**src/rtl/park_iter.sv**
```systemverilog
module park_iter #(
  parameter int CNT_W = 2
) (
  input  logic             clk,
  input  logic             rst_n,
  input  logic             park_cap,
  input  logic             cfg_we,
  input  logic             cfg_park_en,
  input  logic [CNT_W-1:0] cfg_park_cnt,
  output logic             park_en_rd,
  output logic [CNT_W-1:0] park_cnt_rd,
  input  logic             qh_load,
  input  logic             qh_hs,
  input  logic             txn_done,
  input  logic             res_nak,
  input  logic             res_short,
  input  logic             res_halt,
  input  logic             res_qtd_done,
  output logic             stay,
  output logic             advance
);
  localparam logic [CNT_W-1:0] CNT_MAX = {CNT_W{1'b1}};
  localparam logic [CNT_W-1:0] CNT_ONE = CNT_W'(1);

  logic             en_q;
  logic [CNT_W-1:0] cnt_q;
  logic [CNT_W-1:0] left_q;
  logic             active_q;
  logic             stay_q, adv_q;

  logic [CNT_W-1:0] cnt_eff, budget;
  logic             early, take, last;

  assign cnt_eff = (cnt_q == '0) ? CNT_ONE : cnt_q;
  assign budget  = (en_q && qh_hs) ? cnt_eff : CNT_ONE;
  assign early   = res_nak | res_short | res_halt | res_qtd_done;
  assign take    = txn_done && active_q && !qh_load;
  assign last    = early || (left_q == CNT_ONE);

  always_ff @(posedge clk) begin
    if (!rst_n) begin
      en_q     <= 1'b0;
      cnt_q    <= park_cap ? CNT_MAX : '0;
      left_q   <= '0;
      active_q <= 1'b0;
      stay_q   <= 1'b0;
      adv_q    <= 1'b0;
    end else begin
      stay_q <= 1'b0;
      adv_q  <= 1'b0;
      if (cfg_we && park_cap) begin
        en_q  <= cfg_park_en;
        cnt_q <= cfg_park_cnt;
      end
      if (qh_load) begin
        active_q <= 1'b1;
        left_q   <= budget;
      end else if (take) begin
        if (last) begin
          adv_q    <= 1'b1;
          active_q <= 1'b0;
          left_q   <= '0;
        end else begin
          stay_q <= 1'b1;
          left_q <= left_q - CNT_ONE;
        end
      end
    end
  end

  assign stay        = stay_q;
  assign advance     = adv_q;
  assign park_en_rd  = en_q;
  assign park_cnt_rd = cnt_q;

  AST_EXCLUSIVE:  assert property (@(posedge clk) disable iff (!rst_n) $onehot0({stay, advance}));
  AST_CAUSED:     assert property (@(posedge clk) disable iff (!rst_n) (stay || advance) |-> $past(txn_done && !qh_load));
  AST_FIXED_CFG:  assert property (@(posedge clk) disable iff (!rst_n) !park_cap |=> (park_en_rd == 1'b0 && park_cnt_rd == '0));
  AST_LSFS_ONE:   assert property (@(posedge clk) disable iff (!rst_n) (qh_load && !qh_hs) |=> left_q == CNT_ONE);
  AST_BUDGET_NZ:  assert property (@(posedge clk) disable iff (!rst_n) active_q |-> left_q != '0);
  AST_EARLY_END:  assert property (@(posedge clk) disable iff (!rst_n) (txn_done && active_q && !qh_load && early) |=> advance);
  AST_IDLE_QUIET: assert property (@(posedge clk) disable iff (!rst_n) (txn_done && !active_q && !qh_load) |=> !(stay || advance));
endmodule

```
**config.mk**
```make
export PLATFORM = sky130hd
export DESIGN_NAME = park_iter
export DESIGN_NICKNAME = d
export VERILOG_FILES = /design/src/rtl/park_iter.sv
export SDC_FILE = /design/constraint.sdc
export NUM_CORES = 1
export LEC_CHECK = 0
export BUFFER_PORTS_ARGS = -buffer_cell sky130_fd_sc_hd__buf_2
export CAP_MARGIN = 20
export CORE_AREA = 10 10 47 49
export DETAILED_ROUTE_END_ITERATION = 10
export DIE_AREA = 0 0 57 59
export HOLD_SLACK_MARGIN = 0.15
export PLACE_DENSITY = 0.62
export SYNTH_ARGS = -nofsm -noshare
export SYNTH_HDL_FRONTEND = slang
export SYNTH_SLANG_ARGS = --single-unit
```
**constraint.sdc**
```tcl
create_clock -name clk -period 2.1 [get_ports clk]
set_clock_uncertainty 0.2 [all_clocks]
set_input_delay 0.105 -clock clk [delete_from_list [all_inputs] [get_ports clk]]
set_output_delay 0.105 -clock clk [all_outputs]
set_load 0.03 [all_outputs]
```
After elaboration in Yosys (flattened, before gate mapping)
Cells that the tools add are included.
{ "word_totals": {"register_bits": 8, "in_bits": 14, "word_cells": 38, "output_inout_bits": 5} }
{ "classes": {"add_sub_neg": 1, "mux": 13, "bitwise_logic": 5, "n_reduce_logical": 11, "n_eq_ne": 2} }
{ "ops": {"columns": ["cell", "count"], "rows": [
  ["$mux 2", 8],
  ["$mux 1", 5],
  ["$logic_and 1x1->1", 4],
  ["$reduce_bool 2->1", 2],
  ["$or 1x1->1", 3],
  ["$reduce_or 3->1", 1],
  ["$eq 2x1->1 const B", 1],
  ["$logic_not 2->1", 1],
  ["$ne 2x1->1 const B", 1],
  ["$not 1->1", 2],
  ["$reduce_and 2->1", 1],
  ["$sub 2x1->2 const B", 1],
  ["$logic_not 1->1", 1],
  ["$logic_or 1x1->1", 1]
]} }

Longest topological paths before layout
Gate-level depths: netlist of run 1.
{ "depth": {"ltp_word": 7, "ltp_mapped": 5, "depth_no_buf": 5} }

Least setup slack after synthesis of run 1
Ideal clock, no wire load.
{ "synth_path": {"path_kind": "reg-to-reg", "startpoint": "reg left_q[1]", "endpoint": "reg adv_q (netlist: advance)", "setup_ns": 0.114, "setup_slack_ns": 0.608, "t_required_ns": 1.786, "t_arrival_ns": 1.178, "stages_incl_launch_ff": 5, "cell_sequence": "dfxtp_1 -> inv_1 -> ha_1 -> or4b_4 -> nor2b_1"} }
{ "synth_between": {"elab_chain_cells": 3} }
{ "synth_rtl": {"columns": ["item", "line_no", "source"], "rows": [
  ["from (decl)", "27", "logic [CNT_W-1:0] left_q;"],
  ["from (signal assigned)", "57", "left_q <= budget;"],
  ["from (signal assigned)", "65", "left_q <= left_q - CNT_ONE;"],
  ["$eq 2x1->1", "38", "assign last = early || (left_q == CNT_ONE);"],
  ["$logic_or 1x1->1", "38", null],
  ["$mux 1", "59", "if (last) begin"],
  ["to (signal assigned)", "47", "adv_q <= 1'b0;"],
  ["to (signal assigned)", "50", "adv_q <= 1'b0;"],
  ["to (signal assigned)", "60", "adv_q <= 1'b1;"],
  ["to (decl)", "29", "logic stay_q, adv_q;"]
]} }
No other way between the ends.
A chain may end at the register's enable or synchronous reset.

Final worst setup path of run 1
{ "layout_path": {"startpoint": "in res_qtd_done", "endpoint": "reg active_q"} }
{ "layout_between": {"elab_chain_cells": 4} }
{ "layout_rtl": {"columns": ["item", "line_no", "source"], "rows": [
  ["from (decl)", "18", "input logic res_qtd_done,"],
  ["$or 1x1->1", "36", "assign early = res_nak | res_short | res_halt | res_qtd_done;"],
  ["$logic_or 1x1->1", "38", null],
  ["$reduce_bool 2->1 (no line)", null, null],
  ["$reduce_and 2->1 (no line)", null, null],
  ["to (signal assigned)", "45", "active_q <= 1'b0;"],
  ["to (signal assigned)", "56", "active_q <= 1'b1;"],
  ["to (signal assigned)", "61", "active_q <= 1'b0;"],
  ["to (decl)", "28", "logic active_q;"]
]} }
No other way between the ends.

==> results.toml, run 1 <==
[run_status]
status = "completed"

[sta]
setup_viol = 0
layout_min_cycle_time_ns = 2.074
final_max_slew_viol_count = 0
final.setup.tns_ns = 0
relSlewSlack = 0.8488
fmax_mhz = 482.1
final_hold_viol_count = 0
tightestPinTransition_ns = 0.2248
hold_slack_ns = 0.1554
finalWorstSetupSlack_ns = 0.02560
fin_crit_sh = 0.9878

[grt]
grt_antenna_before_repair = 0
grt_usage = 0.07669
grt_pass1_wl_mm = 2.001
grt_pass1_vias = 509
grt_overflow_total = 0
grt_max_degree = 7

[floorplanning]
die_height_um = 59
dieArea_um2 = 3363
dieWidth_um = 57
design.core.area_um2 = 1401
fp-row-count = 14
start_util = 0.2562
io_pins = 19

[synth]
synth-edff-count = 2
async_reset_ff_frac = 0
synth_ff_type = "dfxtp_1"
yosys_register_bits = 8
syn_area_um2 = 359.1
syn-num-nets = 55
yosysSeqAreaShare = 0.5017
yosys_warnings = 0
synth_cell_types = 20
netlist_instances = 40
syn_area_per_cell_um2 = 8.977

[detailed_routing]
vias = 468
first_pass_iters = 3
drt-initial-drc-count = 6
drc = 0
ant_nets = 0
wire_per_inst_um = 12.82
drt-vias-per-instance = 4.680
drt_wl_total_mm = 1.282

[clocking]
insertion_delay_ns = 0.27
numCtsBuffers = 3
cts_setup_buffers = 0
clock_sinks = 8
cts_tree = "built"
clk_pin_slew_worst_paths_ns = 0.05
cts_buffer_depth = 2
cts-root-buf = "clkbuf_4"
cts_max_level = 1

[pwr]
seq_power_share = 0.438
power_density_nw_per_um2 = 542.3
switchingPower_uw = 108.0
max-vdd-ir-drop_mv = 0.2770
intPower_uw = 290.2
leakage_nw = 0.3194
swShare = 0.2713
combinationalPowerShare = 0.229
pwr-share-clk = 0.333

[cells_and_area]
nNetsFinal = 100
area_delta_synth_final_pct = 104.5
layout-drive-gt1-share = 0.3214
stdcell_area_um2 = 734.5
antenna_cells = 0
num-fill-cells = 134

[hold_path]
min-delay-start = "res_nak"
min-delay-path-class = "in -> reg"

[placed_design]
gp_congestion = 0.6828
dp_slack_ns = 0.5565
place_area_um2 = 469.2
port_buffers = 18
hpwl_um = 785

[setup_path]
critPathLaunchType = "input port"
critPathArrivalTime_ns = 2.08
timing.rr.start = "left_q[0]"
cp_max_fo = 3
required_ns = 2.10
critPathKind = "in -> reg"
critPathCaptureType = "flip-flop"
crit_start = "res_qtd_done"

[job]
drv_cap = 0
==> layout by cell type, fill, tap and decap left out, drive strengths merged <==
cell	instances
or4b	1
clkbuf	4
nand4	2
nor4	1
nand2	9
nor2	2
or3	1
a31oi	1
dfxtp	6
a221oi	1
o21ai	1
ha	1
edfxtp	2
nor2b	1
inv	3
buf	18
a21oi	4
dlygate4sd3	22
o31ai	1
nand3	2
nor4b	1
==> critical path: stages <==
cell	delay (ns)
dlygate4sd3_1	0.55
buf_2	0.14
nor2_4	0.09
or4b_4	0.49
a31oi_1	0.14
dlygate4sd3_1	0.56
==> Yosys cell counts, types with 2 or more instances <==
cell type,instances,share of area
inv_1,2,0.021
nand3_1,2,0.028
edfxtp_1,2,0.17
dfxtp_1,6,0.33
nand4_1,2,0.035
nand2_1,9,0.094
a21oi_1,4,0.056
==> through the flow <==
stage	util	total power [mW]	instances
6_report	0.5241	0.3983	100
3_5_place_dp	0.3348	0.2344	74
4_1_cts	0.5036	0.3893	99
3_3_place_gp	0.3348	0.2335	74
5_1_grt	0.5241	0.4228	100
2_1_floorplan	-	0.2073	40
==> layer usage <==
metal	track usage	vias to the layer above	part of all wire
met5	0	-	0
met4	0.05034	0	0.023
met3	0.06223	5	0.11
met2	0.1349	16	0.54
met1	0.05502	213	0.33
li1	-	234	-
==> sequential cells by signal (all words and copies together) (netlist names) <==
signal       cells
left_q           2
park_cnt_rd      2
advance          1
active_q         1
stay             1
park_en_rd       1
==> power by group through the flow <==
stage | clock, mW | sequential [mW] | combinational, mW
floorplan | 0 | 0.188 | 0.0189
global placement | 0 | 0.177 | 0.0562
detailed placement | 0 | 0.177 | 0.0570
CTS | 0.131 | 0.174 | 0.0837
global route | 0.147 | 0.176 | 0.0997
finish | 0.133 | 0.174 | 0.0911
==> logic make-up after synthesis <==
| family | count (synthesis) | synth area share |
|---|---|---|
| simple gates | 20 | 0.2997 |
| buf+inv | 3 | 0.03136 |
| fa+ha+maj | 1 | 0.03484 |
| flops | 8 | 0.5018 |
| compound gates | 8 | 0.1324 |
==> repair_timing <==
item | CTS | global route
resized for setup | 0 | 4
endpoints found under the hold margin | 10 | 1
hold buffers | 21 | 2
setup endpoints to repair | 0 | 3
==> area by class of cell <==
class | instances | area, µm² | area share
clock buffers | 4 | 26.28 | 0.03578
flip-flops and latches | 8 | 181.4 | 0.2470
inverters | 3 | 11.26 | 0.01533
well taps | 16 | 20.02 | 0.02726
multi-input cells | 29 | 185.2 | 0.2521
repair buffers | 40 | 310.3 | 0.4225
==> final timing paths <==
kind / to / slack (ns) / depth (start not counted)
min: advance / 0.16 / 4
min reg2reg: left_q[1] / 0.33 / 2
max: active_q / 0.03 / 6
max reg2reg: active_q / 0.05 / 4
No activity file was read; power rests on OpenSTA's default activity.
==> run 2: changes to the inputs <==
Settings changed: MAX_ROUTING_LAYER set to met4, PLACE_DENSITY 0.62 to 0.63, REMOVE_ABC_BUFFERS set to 1.
Clock period 2.1 ns to 1.9 ns, I/O delays scaled along.
==> run 2 against run 1 <==
Effect of this change: non-clock buffer count down 4; clock power about the same; global-route usage up 0.64 points; combinational power up 2.9%; clock-buffer cell count down 1; first-iteration DRC count up 17%; register-to-register slack better by 0.25 ns; setup slack better by 0.12 ns; via count down 2.8%; cell count down 5.0%; sequential power up 11%; critical path depth unchanged; highest routed layer unchanged.
==> results.toml, run 2 (synthesized netlist as in run 1, its figures left out) <==
[sta]
fin_crit_sh = 0.9229
layout_min_cycle_time_ns = 1.754
final.setup.tns_ns = 0
final_max_slew_viol_count = 0
relSlewSlack = 0.8260
tightestPinTransition_ns = 0.2574
fmax_mhz = 570.3
final_hold_viol_count = 0
rsz0062_at_grt = "false"
setup_viol = 0

[setup_path]
timing.rr.start = "park_en_rd"
critPathCapture = "left_q[0]"
crit_start = "qh_load"
critPathCaptureType = "flip-flop"
r2r_end = "left_q[0]"
r2r_setup_slack_ns = 0.30
reg2reg_depth = 4
cp_max_fo = 6
required_ns = 1.85
critPathLaunchType = "input port"
critPathArrivalTime_ns = 1.70
critPathKind = "in -> reg"

[cells_and_area]
num-fill-cells = 147
nNetsFinal = 96
final_cell_mix = "dlygate4sd3_1 (18), buf_2 (18), nand2_1 (9)"
fin_util = 0.4795
layout-drive-gt1-share = 0.3038
stdcell_area_um2 = 671.9
antenna_cells = 0
area_delta_synth_final_pct = 87.11

[clocking]
clk_pin_slew_worst_paths_ns = 0.06
clock_sinks = 8
numCtsBuffers = 3
insertion_delay_ns = 0.25
cts_buffer_depth = 2
ctsResizeCount = 0
cts_max_level = 1
cts-root-buf = "clkbuf_4"
cts_tree = "built"

[detailed_routing]
vias = 455
first_pass_iters = 5
drt-initial-drc-count = 7
drc = 0
drt_wl_total_mm = 1.243
drt-vias-per-instance = 4.789
wire_per_inst_um = 13.08
ant_nets = 0

[floorplanning]
fp-row-count = 14
die_height_um = 59
start_util = 0.2562
dieWidth_um = 57
io_pins = 19
dieArea_um2 = 3363
design.core.area_um2 = 1401

[pwr]
intPower_uw = 307.6
max-vdd-ir-drop_mv = 0.3041
switchingPower_uw = 109.9
seq_power_share = 0.462
swShare = 0.2631
power_density_nw_per_um2 = 621.4
pwr-share-clk = 0.314
report.power.total_uw = 417.5
combinationalPowerShare = 0.224
leakage_nw = 0.2927

[placed_design]
place_area_um2 = 469.2
gp_congestion = 0.8098
port_buffers = 18
hpwl_um = 847.4

[grt]
grt_pass1_vias = 516
grt_usage = 0.08307
grt_max_degree = 7
grt_antenna_before_repair = 0
grt_pass1_wl_mm = 2.125
grt_overflow_total = 0

[hold_path]
min-delay-path-class = "reg -> reg"

[run_status]
status = "completed"

[job]
drv_cap = 0
==> run 2: area by class of cell <==
class | count | area, µm² | area share
inverter | 3 | 11.26 | 0.01676
multi-input combinational | 29 | 167.7 | 0.2495
clock buffer | 3 | 22.52 | 0.03352
sequential | 8 | 180.2 | 0.2682
tap | 16 | 20.02 | 0.02980
timing repair buffer | 36 | 270.3 | 0.4022
==> run 2: worst max-delay path: stages <==
cell,delay [ns]
dlygate4sd3_1,0.52
buf_2,0.15
inv_1,0.07
o31ai_1,0.24
dlygate4sd3_1,0.58
a21oi_1,0.04
==> run 2: per-stage QoR <==
| stage | std cells | hold WS [ns] | setup slack [ns] |
|---|---|---|---|
| after floorplan | 40 | -0.0002933 | 0.4081 |
| after global placement | 74 | 0.1379 | 0.3758 |
| after detailed placement | 74 | 0.1428 | 0.3435 |
| after CTS | 95 | 0.2878 | 0.1705 |
| after global routing | 95 | 0.3082 | 0.08905 |
| final | 95 | 0.2956 | 0.1465 |
==> run 2: worst min path at each step <==
stage	from	to	slack (ns)	depth (start not counted)
after detailed placement	txn_done	active_q	0.14	2
after global routing	park_en_rd	park_en_rd	0.31	2
final	park_en_rd	park_en_rd	0.30	2
after floorplan	qh_load	left_q[1]	-0.0003	1
after CTS	park_en_rd	park_en_rd	0.29	2
after global placement	txn_done	active_q	0.14	2
==> run 2: layer usage <==
layer,global-route usage,wire (µm),up-vias
met1,0.07711,493,206
met5,-,0,-
li1,-,-,225
met2,0.1349,611,22
met4,0.06376,29,0
met3,0.03433,107,2
==> run 2: what timing repair did <==
action                                  in CTS  in global routing
setup buffers                                0                  0
hold buffers                                18                  0
endpoints found under the setup margin       0                  0
hold endpoints to repair                    10                  0
==> run 2: power by group through the flow <==
stage | Sequential, mW | Clock, mW | Combinational, mW
final | 0.193 | 0.131 | 0.0937
after global routing | 0.194 | 0.151 | 0.102
after detailed placement | 0.196 | 0 | 0.0640
after CTS | 0.193 | 0.138 | 0.0921
after global placement | 0.196 | 0 | 0.0620
after floorplan | 0.208 | 0 | 0.0208
==> run 3: changes to the inputs <==
Clock period 1.9 ns to 1.56 ns, I/O delays scaled along.
==> run 3 against run 2 <==
Effect of this change: hold slack got worse by 0.0036 ns; sequential power rose by 22%; sequential cell count did not move; combinational power rose by 30%; design area rose by 0.74%; first-iteration DRC count fell by 43%; sequential share of layout area barely moved; critical endpoint is now advance; largest power group unchanged.
==> results.toml, run 3 (synthesized netlist as in run 1, its figures left out) <==
[sta]
tightestPinTransition_ns = 0.2269
final.setup.tns_ns = 0
final_hold_viol_count = 0
layout_min_cycle_time_ns = 1.557
setup_viol = 0
fmax_mhz = 642.4
fin_crit_sh = 0.9978
rsz0062_at_grt = "true"
final_max_slew_viol_count = 0
hold_slack_ns = 0.2920
relSlewSlack = 0.8474
finalWorstSetupSlack_ns = 0.003430

[setup_path]
critPathArrivalTime_ns = 1.50
path_depth = 5
critPathKind = "in -> reg"
cp_max_fo = 3
critPathLaunchType = "input port"
cpPeakStageDelay_ns = 0.55
worstPathCellList = "dlygate4sd3_1 > buf_2 > nor2_2 > or4b_4 > nor2b_1"
reg2reg_depth = 4
cpLargestDelayFamily = "simple AND/OR/NAND/NOR gates"
slowest_stage = "dlygate4sd3_1"
critPathCaptureType = "flip-flop"
required_ns = 1.51
path_buf_inv = 2

[clocking]
cts_setup_buffers = 0
cts_buffer_depth = 2
cts_tree = "built"
insertion_delay_ns = 0.25
cts-root-buf = "clkbuf_4"
numCtsBuffers = 3
clk_pin_slew_worst_paths_ns = 0.05
clock_sinks = 8
cts_max_level = 1

[pwr]
swShare = 0.2724
power_density_nw_per_um2 = 767.9
combinationalPowerShare = 0.234
switchingPower_uw = 141.6
report.power.total_uw = 519.8
pwr-share-clk = 0.312
seq_power_share = 0.455
intPower_uw = 378.2
max-vdd-ir-drop_mv = 0.3713
leakage_nw = 0.2936

[floorplanning]
start_util = 0.2562
dieWidth_um = 57
dieArea_um2 = 3363
die_height_um = 59
design.core.area_um2 = 1401
fp-row-count = 14
io_pins = 19

[grt]
grt_antenna_before_repair = 0
grt_pass1_wl_mm = 2.111
grt_pass1_vias = 503
grt_max_degree = 7
grt_overflow_total = 0
grt_usage = 0.08397

[cells_and_area]
layout_commonest_cell = "buf_2"
layout-drive-gt1-share = 0.3816
final_cell_mix = "buf_2 (18), dlygate4sd3_1 (15), nand2_1 (9)"
fin_cells = 92
fin_util = 0.4830
stdcell_area_um2 = 676.9
area_delta_synth_final_pct = 88.50
antenna_cells = 0
num-fill-cells = 148
nNetsFinal = 93

[detailed_routing]
drt_wl_total_mm = 1.297
drt-vias-per-instance = 4.663
vias = 429
drt-initial-drc-count = 4
wire_per_inst_um = 14.10
drc = 0
ant_nets = 0
first_pass_iters = 4

[run_status]
status = "completed"

[job]
drv_cap = 0

[placed_design]
placed_cells = 74
dp_slack_ns = 0.003528
place_area_um2 = 469.2
gp_congestion = 0.8097
port_buffers = 18
hpwl_um = 847.4

[hold_path]
holdPathStages = 2
min-delay-path-class = "reg -> reg"
## run 3: layout make-up
type	instances	area [µm²]	area share
repair buffers	33	240.2	0.3549
multi-input cells	29	201.4	0.2976
flip-flops and latches	8	181.4	0.2680
clock buffers	3	22.52	0.03327
well taps	16	20.02	0.02957
inverters	3	11.26	0.01664
## run 3: power groups by stage
stage / sequential (mW) / combinational, mW / clock (mW)
6_report: 0.236 / 0.122 / 0.162
3_5_place_dp: 0.239 / 0.0779 / 0
2_1_floorplan: 0.254 / 0.0254 / 0
3_3_place_gp: 0.238 / 0.0755 / 0
4_1_cts: 0.235 / 0.109 / 0.169
5_1_grt: 0.238 / 0.133 / 0.185
## run 3: repair_timing
action,4_1_cts,5_1_grt
hold endpoints to repair,10,1
hold buffers,15,1
pin swaps,0,4
resized for setup,2,5
endpoints found under the setup margin,2,4
## run 3: path summary, 6_finish.rpt
path | endpoint | startpoint | slack [ns]
min | park_en_rd | park_en_rd | 0.29
min reg2reg | park_en_rd | park_en_rd | 0.29
max reg2reg | advance | left_q[1] | 0.04
max | advance | res_qtd_done | 0.003
## run 3: per-layer routing
| layer | share of wire | global-route usage | vias up | routed length [µm] |
|---|---|---|---|---|
| li1 | - | - | 218 | - |
| met1 | 0.40 | 0.07470 | 189 | 518 |
| met2 | 0.50 | 0.1426 | 20 | 653 |
| met3 | 0.075 | 0.03219 | 2 | 97 |
| met4 | 0.021 | 0.06376 | 0 | 27 |
| met5 | 0 | - | - | 0 |
## run 3: worst min-delay path: cells and delay by family, from the launching register on
kind | cells | cell delay [ns]
and+or+nand+nor | 1 | 0.06
AOI/OAI and AO/OA | 1 | 0.06
DFF | 1 | 0.33
